## src/rtl/i2c_cmd_seq.sv

```systemverilog
module i2c_cmd_seq #(
  parameter int NCMD = 16,
  parameter int TOW  = 20,
  localparam int PW  = $clog2(NCMD)
) (
  input  logic            clk,
  input  logic            rst_n,
  input  logic            start,
  input  logic            cmd_we,
  input  logic [PW-1:0]   cmd_idx,
  input  logic [31:0]     cmd_wdata,
  input  logic            tx_lsb,
  input  logic            rx_lsb,
  input  logic [TOW-1:0]  tout_lim,
  input  logic [7:0]      tx_data,
  output logic            tx_pop,
  output logic [7:0]      rx_data,
  output logic            rx_push,
  output logic            be_req,
  output logic [1:0]      be_op,
  output logic            be_txbit,
  input  logic            be_ack,
  input  logic            be_rxbit,
  input  logic [6:0]      int_ena,
  input  logic [6:0]      int_clr,
  output logic [6:0]      int_raw,
  output logic [6:0]      int_status,
  output logic [2:0]      state_code,
  output logic            busy,
  output logic            st_timeout,
  output logic            st_arb,
  output logic [NCMD-1:0] cmd_done
);
  typedef enum logic [2:0] {S_IDLE, S_DEC, S_COND, S_LOAD, S_BIT, S_ACK, S_NEXT} st_t;
  localparam logic [2:0] OP_RS = 3'd0, OP_WR = 3'd1, OP_RD = 3'd2, OP_SP = 3'd3;

  st_t            st;
  logic [13:0]    tbl [NCMD];
  logic [PW-1:0]  pc;
  logic [2:0]     bitn;
  logic [7:0]     left, sh;
  logic           addr_ph;
  logic [TOW-1:0] tcnt;
  logic [6:0]     ev;

  wire [13:0] cw    = tbl[pc];
  wire [2:0]  op    = cw[13:11];
  wire        is_wr = (op == OP_WR);
  wire [2:0]  tsel  = tx_lsb ? bitn : 3'd7 - bitn;
  wire [2:0]  rsel  = rx_lsb ? bitn : 3'd7 - bitn;

  wire ev_byte   = (st == S_ACK) && be_ack;
  wire ev_start  = (st == S_COND) && be_ack && (op == OP_RS);
  wire ev_stop   = (st == S_COND) && be_ack && (op == OP_SP);
  wire ev_end    = (st == S_DEC) && (op > OP_SP);
  wire ev_ackerr = ev_byte && is_wr && cw[8] && (be_rxbit != cw[9]);
  wire ev_to     = (st == S_BIT) && !is_wr && !be_ack && (tout_lim != '0) && (tcnt == tout_lim);
  wire ev_arb    = (st == S_BIT) && is_wr && be_ack && be_txbit && !be_rxbit;

  assign ev         = {ev_arb, ev_to, ev_ackerr, ev_end, ev_stop, ev_start, ev_byte};
  assign int_status = int_raw & int_ena;
  assign busy       = (st != S_IDLE);
  assign be_req     = (st == S_COND) || (st == S_BIT) || (st == S_ACK);
  assign tx_pop     = (st == S_LOAD) && is_wr;
  assign rx_push    = ev_byte && !is_wr;
  assign rx_data    = sh;

  always_comb begin
    be_op      = 2'd0;
    be_txbit   = 1'b1;
    state_code = 3'd0;
    case (st)
      S_COND: be_op = (op == OP_RS) ? 2'd0 : 2'd1;
      S_LOAD: state_code = is_wr ? (addr_ph ? 3'd1 : 3'd4) : 3'd3;
      S_BIT: begin
        be_op      = is_wr ? 2'd2 : 2'd3;
        be_txbit   = is_wr ? sh[tsel] : 1'b1;
        state_code = is_wr ? (addr_ph ? 3'd1 : 3'd4) : 3'd3;
      end
      S_ACK: begin
        be_op      = is_wr ? 2'd3 : 2'd2;
        be_txbit   = is_wr ? 1'b1 : cw[10];
        state_code = is_wr ? (addr_ph ? 3'd2 : 3'd6) : 3'd5;
      end
      default: ;
    endcase
  end

  always_ff @(posedge clk or negedge rst_n) begin
    if (!rst_n) begin
      st <= S_IDLE;
      pc <= '0;
      bitn <= '0;
      left <= '0;
      sh <= '0;
      addr_ph <= 1'b0;
      tcnt <= '0;
      cmd_done <= '0;
      int_raw <= '0;
      st_timeout <= 1'b0;
      st_arb <= 1'b0;
      for (int i = 0; i < NCMD; i++) tbl[i] <= '0;
    end else begin
      if (cmd_we) tbl[cmd_idx] <= cmd_wdata[13:0];
      int_raw <= (int_raw & ~int_clr) | ev;
      if (ev_to)  st_timeout <= 1'b1;
      if (ev_arb) st_arb <= 1'b1;
      case (st)
        S_IDLE: if (start) begin
          pc <= '0;
          cmd_done <= '0;
          st_timeout <= 1'b0;
          st_arb <= 1'b0;
          addr_ph <= 1'b0;
          st <= S_DEC;
        end
        S_DEC: begin
          if (op == OP_RS || op == OP_SP) st <= S_COND;
          else if (op == OP_WR || op == OP_RD) begin
            if (cw[7:0] == 8'd0) begin
              cmd_done[pc] <= 1'b1;
              st <= S_NEXT;
            end else begin
              left <= cw[7:0];
              st <= S_LOAD;
            end
          end else begin
            cmd_done[pc] <= 1'b1;
            st <= S_IDLE;
          end
        end
        S_COND: if (be_ack) begin
          cmd_done[pc] <= 1'b1;
          addr_ph <= (op == OP_RS);
          st <= S_NEXT;
        end
        S_LOAD: begin
          sh <= is_wr ? tx_data : 8'h00;
          bitn <= '0;
          tcnt <= '0;
          st <= S_BIT;
        end
        S_BIT: begin
          if (ev_arb || ev_to) st <= S_IDLE;
          else if (be_ack) begin
            if (!is_wr) sh[rsel] <= be_rxbit;
            bitn <= bitn + 3'd1;
            if (bitn == 3'd7) st <= S_ACK;
          end else if (!is_wr) tcnt <= tcnt + 1'b1;
        end
        S_ACK: if (be_ack) begin
          if (ev_ackerr) st <= S_IDLE;
          else begin
            addr_ph <= 1'b0;
            if (left == 8'd1) begin
              cmd_done[pc] <= 1'b1;
              st <= S_NEXT;
            end else begin
              left <= left - 8'd1;
              st <= S_LOAD;
            end
          end
        end
        S_NEXT: begin
          if (pc == PW'(NCMD - 1)) st <= S_IDLE;
          else begin
            pc <= pc + 1'b1;
            st <= S_DEC;
          end
        end
        default: st <= S_IDLE;
      endcase
    end
  end

  a_r12_req_hold: assert property (@(posedge clk) disable iff (!rst_n)
    (be_req && !be_ack && !ev_to) |=> (be_req && $stable(be_op) && $stable(be_txbit)));
  a_r9_arb_release: assert property (@(posedge clk) disable iff (!rst_n)
    ev_arb |=> (!be_req && !busy && st_arb));
  a_r4_ackerr_halt: assert property (@(posedge clk) disable iff (!rst_n)
    ev_ackerr |=> (!busy && !be_req && int_raw[4]));
  a_r1_start_clears: assert property (@(posedge clk) disable iff (!rst_n)
    (start && !busy) |=> (cmd_done == '0 && busy));
  a_r2_single_pop: assert property (@(posedge clk) disable iff (!rst_n)
    tx_pop |=> !tx_pop);
  a_r8_timeout_idle: assert property (@(posedge clk) disable iff (!rst_n)
    ev_to |=> (!busy && st_timeout));
endmodule

```

## config.mk

```make
export PLATFORM = sky130hd
export DESIGN_NAME = i2c_cmd_seq
export DESIGN_NICKNAME = d
export VERILOG_FILES = /design/src/rtl/i2c_cmd_seq.sv
export SDC_FILE = /design/constraint.sdc
export NUM_CORES = 1
export LEC_CHECK = 0
export BUFFER_PORTS_ARGS = -buffer_cell sky130_fd_sc_hd__buf_2
export CORE_MARGIN = 5
export CORE_UTILIZATION = 60
export DETAILED_ROUTE_END_ITERATION = 7
export GPL_ROUTABILITY_DRIVEN = 0
export HOLD_SLACK_MARGIN = 0.08
export PLACE_DENSITY = 0.92
export SLEW_MARGIN = 20
export SYNTH_ARGS = -nofsm -noshare
export SYNTH_HDL_FRONTEND = slang
export SYNTH_SLANG_ARGS = --single-unit
```

## constraint.sdc

```tcl
create_clock -name clk -period 7.35 [get_ports clk]
set_input_delay 0.3675 -clock clk [delete_from_list [all_inputs] [get_ports clk]]
set_output_delay 0.3675 -clock clk [all_outputs]
set_load 0.005 [all_outputs]
```

* After elaboration in Yosys (flattened, before gate mapping)
Cells that the tools add are included.
** Word-level totals
- Bits in latches :: 0
- Memories kept :: 0
- Register bits after elaboration :: 296
- Memory bits (writable) :: 0
- Logic and storage cells :: 209
- Bits in read-only memories :: 0
** Cells by class
- Div/mod/pow operators :: 0
- Add/subtract/negate cells :: 5
- $lt $le $gt $ge :: 9
- Bitwise logic cells :: 7
- Muxes and demuxes :: 82
- Reductions and logical operators :: 48
- Multipliers :: 0
- Shift operators :: 0
- Equal/unequal tests :: 31
** Operators by type and width (count)
- 224-bit bitwise mux :: 1
- 16-bit two-way mux :: 8
- 8-bit two-way mux :: 10
- 16-bit one-hot mux with 4 select lines :: 1
- 20-bit two-way mux :: 3
- 3-bit two-way mux :: 19
- 14-bit binary-select mux with 4-bit select :: 1
- 14-bit demux with 4-bit select :: 1
- 14-bit two-way mux :: 3
- 20-bit one-hot mux with 2 select lines :: 1
- 8-bit one-hot mux with 2 select lines :: 2
- 2-bit != test, second input constant :: 12
- 1-bit logical AND :: 21
- 3-bit one-hot mux with 7 select lines :: 1
- 20-bit by 1-bit adder with 20-bit output, second input constant :: 1
- 20-bit == test :: 1
- 20-bit nonzero test :: 1
- 1-bit two-way mux :: 19
- 16-bit OR :: 1
- 7-bit bitwise AND :: 2
- 3-bit by 2-bit == test with 1-bit output, second input constant :: 4
- 3-bit == test, second input constant :: 4
- 3-bit one-hot mux with 2 select lines :: 2
- 5-bit greater-or-equal comparator, second input constant :: 2
- other kinds (42) :: 61

* Longest topological paths before layout
Gate-level depths: netlist (run 1).
- Depth after elaboration :: 13
- Mapped depth :: 13
- Gate-level depth less buffers :: 8

* Least setup slack after synthesis (run 1)
No wires, ideal clock.
- Path kind :: reg2out
- Start :: register pc[0]
- End :: output port be_op[0]
- Slack :: 4661 ps
- Data arrival time :: 2321 ps
- Required time :: 6983 ps
- Stages on the path, launching flop included :: 9
- Cell sequence :: dfrtp_1 -> buf_6 -> buf_8 -> mux4_2 -> nand2_1 -> nand4_2 -> nor3_1 -> xnor2_1 -> a32o_1
** Between the ends
- Cells in the longest elaborated chain, start to end :: 7
** RTL lines
- start, declared :: RTL line 39 : logic [PW-1:0] pc;
- start signal, assigned :: RTL line 167 : pc <= pc + 1'b1;
- 4-bit inverter with 5-bit output (not written as such) (*) :: RTL line 46 : wire [13:0] cw = tbl[pc];
- 14-bit binary-select mux with 4-bit select (*) :: RTL line 46
- 14-bit two-way mux (not written as such) (*) (2 in series) :: RTL line 46
- 3-bit by 1-bit == test with 1-bit output or 3-bit zero test (tied branches) :: RTL line 48, 73
- 1-bit two-way mux, on equally long branches :: RTL line 81, 73, 76
- 2-bit one-hot mux with 3 select lines (*) :: RTL line 72 : case (st)
- end, declared :: RTL line 20 : output logic [1:0] be_op,
Every way passes the cells marked *; elsewhere a longest branch is shown, timed or not. The select of a mux whose other input is x is not followed.

* Worst setup path after layout (run 1)
Ends and elaborated chain as after synthesis.

==> results of run 1 <==
==> metal layers <==
metal | up-vias | part of all wire | track usage
li1 | 4475 | - | -
met4 | 0 | 0.033 | 0.0797
met1 | 5366 | 0.39 | 0.352
met3 | 124 | 0.084 | 0.0559
met5 | - | 0 | 0
met2 | 614 | 0.50 | 0.449
==> power breakdown <==
group	internal (mW)	total, mW	switching (mW)	leakage (nW)
Sequential	2.02	2.34	0.324	3.71
Combinational	0.814	1.66	0.845	3.04
Clock	0.766	1.39	0.621	0.420
Total	3.60	5.39	1.79	7.17
==> final timing paths <==
path	startpoint	depth (start not counted)	endpoint
min in group asynchronous	rst_n	2	int_raw[4]
worst max register to register	pc[0]	8	rx_data[7]
worst max-delay path	pc[0]	8	be_op[0]
max in group asynchronous	rst_n	3	tbl[106]
worst min register to register	cmd_done[9]	2	cmd_done[9]
worst min-delay path	int_clr[2]	3	int_raw[2]
==> cell usage in the layout, fill, tap and decap left out, types with 4 or more instances in the layout <==
master         synthesis  final
mux2_2               231    231
ha_1                   9      9
nor2_1                59     59
clkbuf_16              0     29
o31ai_1               13     13
xor2_1                20     20
mux4_2                52     52
nor4_1                16     16
nand2_1               60     60
a2bb2oi_1              5      5
buf_4                  5     15
o21ai_1                3      4
mux4_1                 8      8
a21oi_1               37     37
a32o_1                 7      7
dfrtp_1              296    294
nand2b_1               7      7
o22ai_1                8      8
and2_1                11     11
clkbuf_1              59     10
or3_1                 11     11
and4_1                 4      4
dlygate4sd3_1          0      7
nor3_1                12     12
inv_1                 19     19
nor2b_1                8      8
or4_1                  4      4
and3_1                13     13
clkbuf_8               0      4
nand3_1               19     19
a31oi_1               15     15
o21ai_0               35     34
a22oi_1               17     17
nand4_1               12     12
nand3b_1               4      4
xnor2_1               10     10
buf_2                  9    116
==> stage by stage <==
step / instances / setup WS, ns
6_report: 1586 / 2.53
5_1_grt: 1586 / 2.24
4_1_cts: 1585 / 2.63
3_5_place_dp: 1530 / 3.21
3_3_place_gp: 1530 / 3.31
2_1_floorplan: 1158 / 4.66
==> cell type report <==
type / instances / area, um2 / area share
clock inverter: 5 / 42.5 / 0.00258
clock buffer: 43 / 818 / 0.0496
sequential: 296 / 7410 / 0.449
timing repair buffer: 141 / 826 / 0.0501
multi-input combinational: 758 / 6920 / 0.420
tap: 324 / 405 / 0.0246
inverter: 19 / 71.3 / 0.00432
==> state kept, by name, indices dropped and copies added (netlist names) <==
signal,count
cmd_done,16
rx_data,8
addr_ph,1
tcnt,20
tbl,224
bitn,3
int_raw,7
left,8
st,3
st_arb,1
pc,4
st_timeout,1
==> worst register-to-register path: stages, from the launching register on <==
cell,delay (ns)
dfrtp_4,0.79
buf_4,0.64
mux4_1,0.64
nand2_1,0.13
and4_1,0.43
nand3_2,0.35
o21ai_1,0.82
o21ai_0,0.25
o31ai_1,0.12
==> what timing repair did <==
| action | CTS | global route |
|---|---|---|
| endpoints found under the setup margin | 0 | 0 |
| buffers inserted | 0 | 0 |
| endpoints found under the hold margin | 144 | 0 |
| hold buffers | 7 | 0 |
==> logic make-up after synthesis <==
group                      share of synthesized area
muxes                                          0.270
buffers and inverters                         0.0334
AOI/OAI and AO/OA                             0.0767
and+or+nand+nor                               0.0938
DFF                                            0.500
xor gates and xnor gates                      0.0188
adders and majority gates                    0.00760
==> flow_summary.toml, run 1 <==
[final_layout]
final_util = 0.678
drive_gt1_frac = 0.376
area_delta_synth_final_pct = 11.3
fillCellCount = 1552
n_antenna_cell = 0
finalNetCount = 1340
final_cell_area_um2 = 16500

[sta]
tns_ns = 0
timing.final.crit_share = 0.655
hold_viol = 0
worst_pin_slew_ns = 1.18
slew_headroom = 0.208
slew_viol_final = 0
setup_viol = 0
min_period_ns = 4.82
whs_ns = 0.101
skew_ns = 0.00755
fmax_mhz = 208
grt_setup_unrepaired = "no"

[logic_synthesis]
yosysUniqueCellTypes = 73
synthFlopType = "dfrtp_1"
synthArstFlopShare = 1.00
synth.largest_area_cell = "dfrtp_1"
synth_area_um2 = 14800
synth_edf_count = 0
syn_inst = 1158
synth_seq_area_share = 0.500
synth_top_area_frac = 0.500
syn_avg_cell_area_um2 = 12.8
ys_ff_latch = 296
synth_fp_nets = 1253
ys_top_cells_by_area = "dfrtp_1 50%, mux2_2 18%, mux4_2 7.9%"
yosys_warnings = 0
yosysMostFrequentCell = "dfrtp_1"
synth_common_cells = "296 x dfrtp_1, 231 x mux2_2, 60 x nand2_1, 59 x clkbuf_1, 59 x nor2_1"

[die]
num_io_pins = 136
num_rows = 57
die_w_um = 167
die_y_um = 167
core-area_um2 = 24300
dieArea_um2 = 28000
start_util = 0.610

[grt]
antenna_found_initial = 0
track_usage = 0.266
grt_max_degree = 159
globalRoute.totalOverflow = 0
grt_first_pass_wirelength_mm = 60.6
grt_pass1_vias = 11000

[setup_path]
worstSetupEndpointType = "output port"
cp_cell_sequence = "buf_4, mux4_1, nand2_1, nand4_2, nor3_1, xnor2_1, a32o_1, buf_2"
path_buf_inv = 2
slowest_delay_ns = 0.79
crit_arrival_ns = 4.45
r2r_slack_ns = 3.06
slowest_stage = "dfrtp_4"
required_ns = 6.98
critPathMaxFanout = 30
cp_top_family = "simple AND/OR/NAND/NOR gates"
cp-start-kind = "flop"
crit_type = "flop to output port"

[power]
powerDensity_nw_per_um2 = 327
power_mw = 5.39
ir_worst_vdd_uv = 264
p_leak_nw = 7.17

[min_path]
min_path_type = "input port to flop"

[route]
routedWlPerCell_um = 23.9
drtAntennaViolNets = 0
wirelength_mm = 37.8
vias_per_cell = 6.67
dr.pass1.iters = 8
drt_drc_violations_left = 0
drt_iter0_drc = 1331
dr_total_vias = 10600

[cts]
h-tree-depth = 1
cts-buffers-inserted = 29
cts_resized = 0
clk_pin_slew_ns = 0.06
clk_path_buf_depth = 3
root_buffer = "clkbuf_16"
clock-sinks = 296
tritoncts = "yes"
clk_latency_ns = 0.56

[place]
io_buffer_count = 117
place_area_um2 = 15500
hpwlAfterDp_mm = 23.8

[run]
cap_violations = 0

[outcome]
status = "completed"
Note: power is estimated with default switching activity, not from simulation.
==> run 2: changes to the inputs <==
ABC_AREA = 1   (was default)
clock period = 4.8 ns   (was 7.35 ns; I/O delays follow)
==> flow_summary.toml, run 2 <==
[outcome]
status = "completed"

[die]
num_io_pins = 136
num_rows = 58
start_util = 0.610
die_y_um = 170
core-area_um2 = 25200
dieArea_um2 = 28900
die_w_um = 170

[final_layout]
regMostFlops = "tbl"
finalNetCount = 2271
largest_register_ffs = 224
area_delta_synth_final_pct = 13.2
final_common_cell = "nand2_1"
reg_top3 = "tbl x224, tcnt x20, cmd_done x16"
drive_gt1_frac = 0.0946
final_cell_area_um2 = 17400
n_antenna_cell = 0
layout_common_cells = "680 x nand2_1, 316 x o21ai_0, 294 x dfrtp_1, 198 x inv_1, 195 x nor2_1"

[cts]
cts-buffers-inserted = 30
tritoncts = "yes"
cts_resized = 0
clock-sinks = 296
clk_pin_slew_ns = 0.06
clk_path_buf_depth = 3
root_buffer = "clkbuf_16"
h-tree-depth = 1
clk_latency_ns = 0.58

[grt]
grt_pass1_vias = 14400
grt_max_degree = 134
grt_first_pass_wirelength_mm = 70.3
antenna_found_initial = 0
globalRoute.totalOverflow = 0
track_usage = 0.295

[sta]
whs_ns = 0.0924
setup_viol = 0
timing.final.crit_share = 0.864
slew_viol_final = 0
tns_ns = 0
slew_headroom = 0.226
fmax_mhz = 241
min_period_ns = 4.15
hold_viol = 0
fin_ws_ns = 0.651
skew_ns = 0.0315
grt_setup_unrepaired = "no"
worst_pin_slew_ns = 1.16

[power]
ir_worst_vdd_uv = 386
powerDensity_nw_per_um2 = 515
power_mw = 8.95
p_leak_nw = 8.78

[place]
io_buffer_count = 117
hpwlAfterDp_mm = 25.4
pre_cts_ws_ns = 0.830
place_area_um2 = 16000

[logic_synthesis]
yosys_warnings = 0
ys_top_cells_by_area = "dfrtp_1 48%, nand2_1 17%, o21ai_0 10%"
syn_avg_cell_area_um2 = 7.35
synth_top_area_frac = 0.482
synth_fp_nets = 2186
syn_inst = 2091
synth_common_cells = "683 x nand2_1, 316 x o21ai_0, 296 x dfrtp_1, 198 x inv_1, 197 x nor2_1"
synth.largest_area_cell = "dfrtp_1"
synthArstFlopShare = 1.00
ys_ff_latch = 296
yosysMostFrequentCell = "nand2_1"
yosysUniqueCellTypes = 34
synthFlopType = "dfrtp_1"
synth_seq_area_share = 0.482
synth_edf_count = 0
synth_area_um2 = 15400

[min_path]
min_path_type = "input port to flop"

[run]
cap_violations = 0

[route]
routedWlPerCell_um = 17.2
dr.pass1.iters = 6
drt_drc_violations_left = 0
drtAntennaViolNets = 0
wirelength_mm = 43.4
vias_per_cell = 5.93
dr_total_vias = 15000
drt_iter0_drc = 1965

[setup_path]
worstSetupEndpointType = "flop"
crit_type = "flop to flop"
required_ns = 5.25
crit_arrival_ns = 4.60
cp-start-kind = "flop"
critPathMaxFanout = 88
run 2: layer usage:
| layer | track usage | up-vias | share of wire |
|---|---|---|---|
| met1 | 0.360 | 7023 | 0.36 |
| li1 | - | 6797 | - |
| met5 | 0 | - | 0 |
| met3 | 0.0632 | 223 | 0.10 |
| met2 | 0.501 | 942 | 0.48 |
| met4 | 0.142 | 0 | 0.052 |
run 2: critical path, stage by stage, from the launching register on:
cell	delay (ns)
dfrtp_4	0.90
inv_4	0.55
o21ai_0	0.35
nand2_1	0.08
nand2_1	0.06
nand2_1	0.06
nor2_1	0.34
nand2_1	0.09
nor2_1	0.26
nand2_1	0.09
nand2_1	0.14
nand4_2	0.65
o21ai_1	0.41
run 2: worst paths after layout:
path                            start      endpoint  slack (ns)  depth (start not counted)
max reg2reg                     pc[0]  cmd_done[15]        0.65                         12
min in group asynchronous       rst_n       tcnt[6]        0.17                          2
max in group asynchronous       rst_n      tbl[149]        3.59                          3
min                        tx_data[0]    rx_data[0]        0.09                          5
max                             pc[0]  cmd_done[15]        0.65                         12
min reg2reg                   tbl[16]       tbl[16]        0.48                          2
run 2: area by class of cell:
class / instances / area, um2
clock inverters: 10 / 165
well taps: 330 / 413
flip-flops and latches: 296 / 7410
clock buffers: 44 / 873
fillers: 1775 / 7780
repair buffers: 168 / 1100
inverters: 204 / 771
multi-input cells: 1476 / 6660
run 2: kinds of logic (layout without fill, tap and decap cells):
kind of cell             count (synthesis)  in the layout  synth area share
AO/OA/AOI/OAI                          406            406             0.136
XOR/XNOR                                36             36            0.0205
adder cells (fa/ha/maj)                  9              9           0.00733
buffers and inverters                  319            426            0.0861
flip-flops                             296            296             0.482
AND/OR/NAND/NOR                       1025           1025             0.268
run 2: power by group:
part / internal, mW / switching, mW / leakage, nW
clock network: 1.47 / 0.992 / 0.511
registers: 3.01 / 0.379 / 3.78
logic: 0.975 / 2.12 / 4.48
run 2: through the flow:
stage / std cells / util
2_1_floorplan: 2091 / -
3_5_place_dp: 2441 / 0.636
6_report: 2528 / 0.691
3_3_place_gp: 2441 / 0.636
4_1_cts: 2527 / 0.690
5_1_grt: 2528 / 0.691
run 2: repair_timing:
item | CTS | global route
hold endpoints to repair | 192 | 0
buffers inserted | 0 | 0
hold buffers | 32 | 0
==> run 3: changes to the inputs <==
CORE_UTILIZATION = 40   (was 60)
PLACE_DENSITY = 0.69   (was 0.92)
==> flow_summary.toml, run 3 (same netlist as run 2, synthesis figures left out) <==
[sta]
fmax_mhz = 283
skew_ns = 0.0138
hold_viol = 0
setup_viol = 0
timing.final.crit_share = 0.737
grt_setup_unrepaired = "no"
slew_headroom = 0.243
min_period_ns = 3.54
whs_ns = 0.126
worst_pin_slew_ns = 1.13
slew_viol_final = 0
tns_ns = 0

[route]
wirelength_mm = 42.6
vias_per_cell = 5.06
drtAntennaViolNets = 0
routedWlPerCell_um = 15.7
dr_total_vias = 13700
drt_iter0_drc = 1323
dr.pass1.iters = 7
drt_drc_violations_left = 0

[setup_path]
cp_common_cell = "nand2_1"
cp-start-kind = "flop"
critPathMaxFanout = 143
slowest_delay_ns = 0.60
ff2ff_path_depth = 14
cp_cell_sequence = "buf_12, a21oi_1, o21ai_0, nand2_1, nand2_1, nand2_1, nor2_1, nand2_1, nor2_1, nand2_1, nand2_1, nand4_2, nand2_1, o21ai_1"
crit_type = "flop to flop"
required_ns = 5.21
crit_arrival_ns = 3.95
slowest_stage = "nand4_2"
worstSetupEndpointType = "flop"

[die]
dieArea_um2 = 42400
core-area_um2 = 37800
num_rows = 71
num_io_pins = 136
start_util = 0.407
die_y_um = 206
die_w_um = 206

[cts]
clk_pin_slew_ns = 0.06
cts_resized = 0
clk_path_buf_depth = 3
root_buffer = "clkbuf_16"
h-tree-depth = 1
tritoncts = "yes"
cts-buffers-inserted = 30
clock-sinks = 296
clk_latency_ns = 0.56

[place]
io_buffer_count = 117
hpwlAfterDp_mm = 25.9

[final_layout]
area_delta_synth_final_pct = 14.6
final_common_cell = "nand2_1"
regMostFlops = "tbl"
drive_gt1_frac = 0.0959
reg_top3 = "tbl x224, tcnt x20, cmd_done x16"
largest_register_ffs = 224
layout_common_cells = "681 x nand2_1, 316 x o21ai_0, 294 x dfrtp_1, 198 x inv_1, 195 x nor2_1"
n_antenna_cell = 0
finalNetCount = 2274

[min_path]
min_path_type = "input port to flop"
whs_path_depth = 5

[outcome]
status = "completed"

[grt]
antenna_found_initial = 0
grt_max_degree = 144
grt_pass1_vias = 13200
globalRoute.totalOverflow = 0
track_usage = 0.197
grt_first_pass_wirelength_mm = 68.3

[power]
p_leak_nw = 8.77
powerDensity_nw_per_um2 = 502
ir_worst_vdd_uv = 378

[run]
cap_violations = 0
==> run 3: cell types whose count changed in the layout (fill, tap and decap cells not counted), sizes merged <==
cell | before | now
buf | 136 | 141
dlygate4sd3 | 32 | 30
clkbuf | 44 | 43
clkinvlp | 0 | 2
clkinv | 6 | 4
==> run 3: path summary, 6_finish.rpt <==
path | startpoint | end | slack (ns)
min in group asynchronous | rst_n | tcnt[6] | 0.32
setup reg to reg | pc[0] | cmd_done[6] | 1.26
setup / recovery | pc[0] | cmd_done[6] | 1.26
hold reg to reg | tbl[117] | tbl[117] | 0.48
hold / removal | tx_data[5] | rx_data[5] | 0.13
max in group asynchronous | rst_n | tbl[55] | 3.33
==> run 3: metal layers <==
metal  vias up  wire [um]  GRT usage
met5         -          0          0
met4         0        992     0.0537
met3        68       2620     0.0245
met2       404      20700      0.346
met1      6457      18300      0.259
li1       6799          -          -
==> run 3: repair_timing <==
item                      CTS  global route
hold buffers               30             0
buffers inserted            0             0
hold endpoints to repair  170             0
==> run 3: report_power, final <==
part           internal [mW]  switching [mW]
logic                  0.974            2.12
clock network           1.47           0.972
registers               3.01           0.283
total                   5.45            3.38
==> run 3: critical path, delay by kind of cell, from the launching register on <==
kind            cells  cell delay [ns]
buf+inv             1             0.47
compound gates      3             0.35
simple gates       10             2.02
flops               1             0.44
==> run 3: layout make-up <==
| class | count | area (um2) |
|---|---|---|
| Fill cell | 3661 | 20100 |
| Sequential cell | 296 | 7410 |
| Multi-Input combinational cell | 1476 | 6660 |
| Timing Repair Buffer | 171 | 1100 |
| Clock buffer | 43 | 871 |
| Inverter | 204 | 771 |
| Tap cell | 511 | 639 |
| Clock inverter | 10 | 155 |
==> run 3: through the flow <==
stage	worst slack [ns]	util	total power, mW	area, um2	instances
after floorplan	2.67	-	5.58	15400	2091
after global placement	1.40	0.431	6.30	16300	2628
after detailed placement	1.37	0.431	6.38	16300	2628
after CTS	1.34	0.466	8.87	17600	2711
after global routing	0.999	0.466	9.47	17600	2711
final	1.26	0.466	8.83	17600	2711
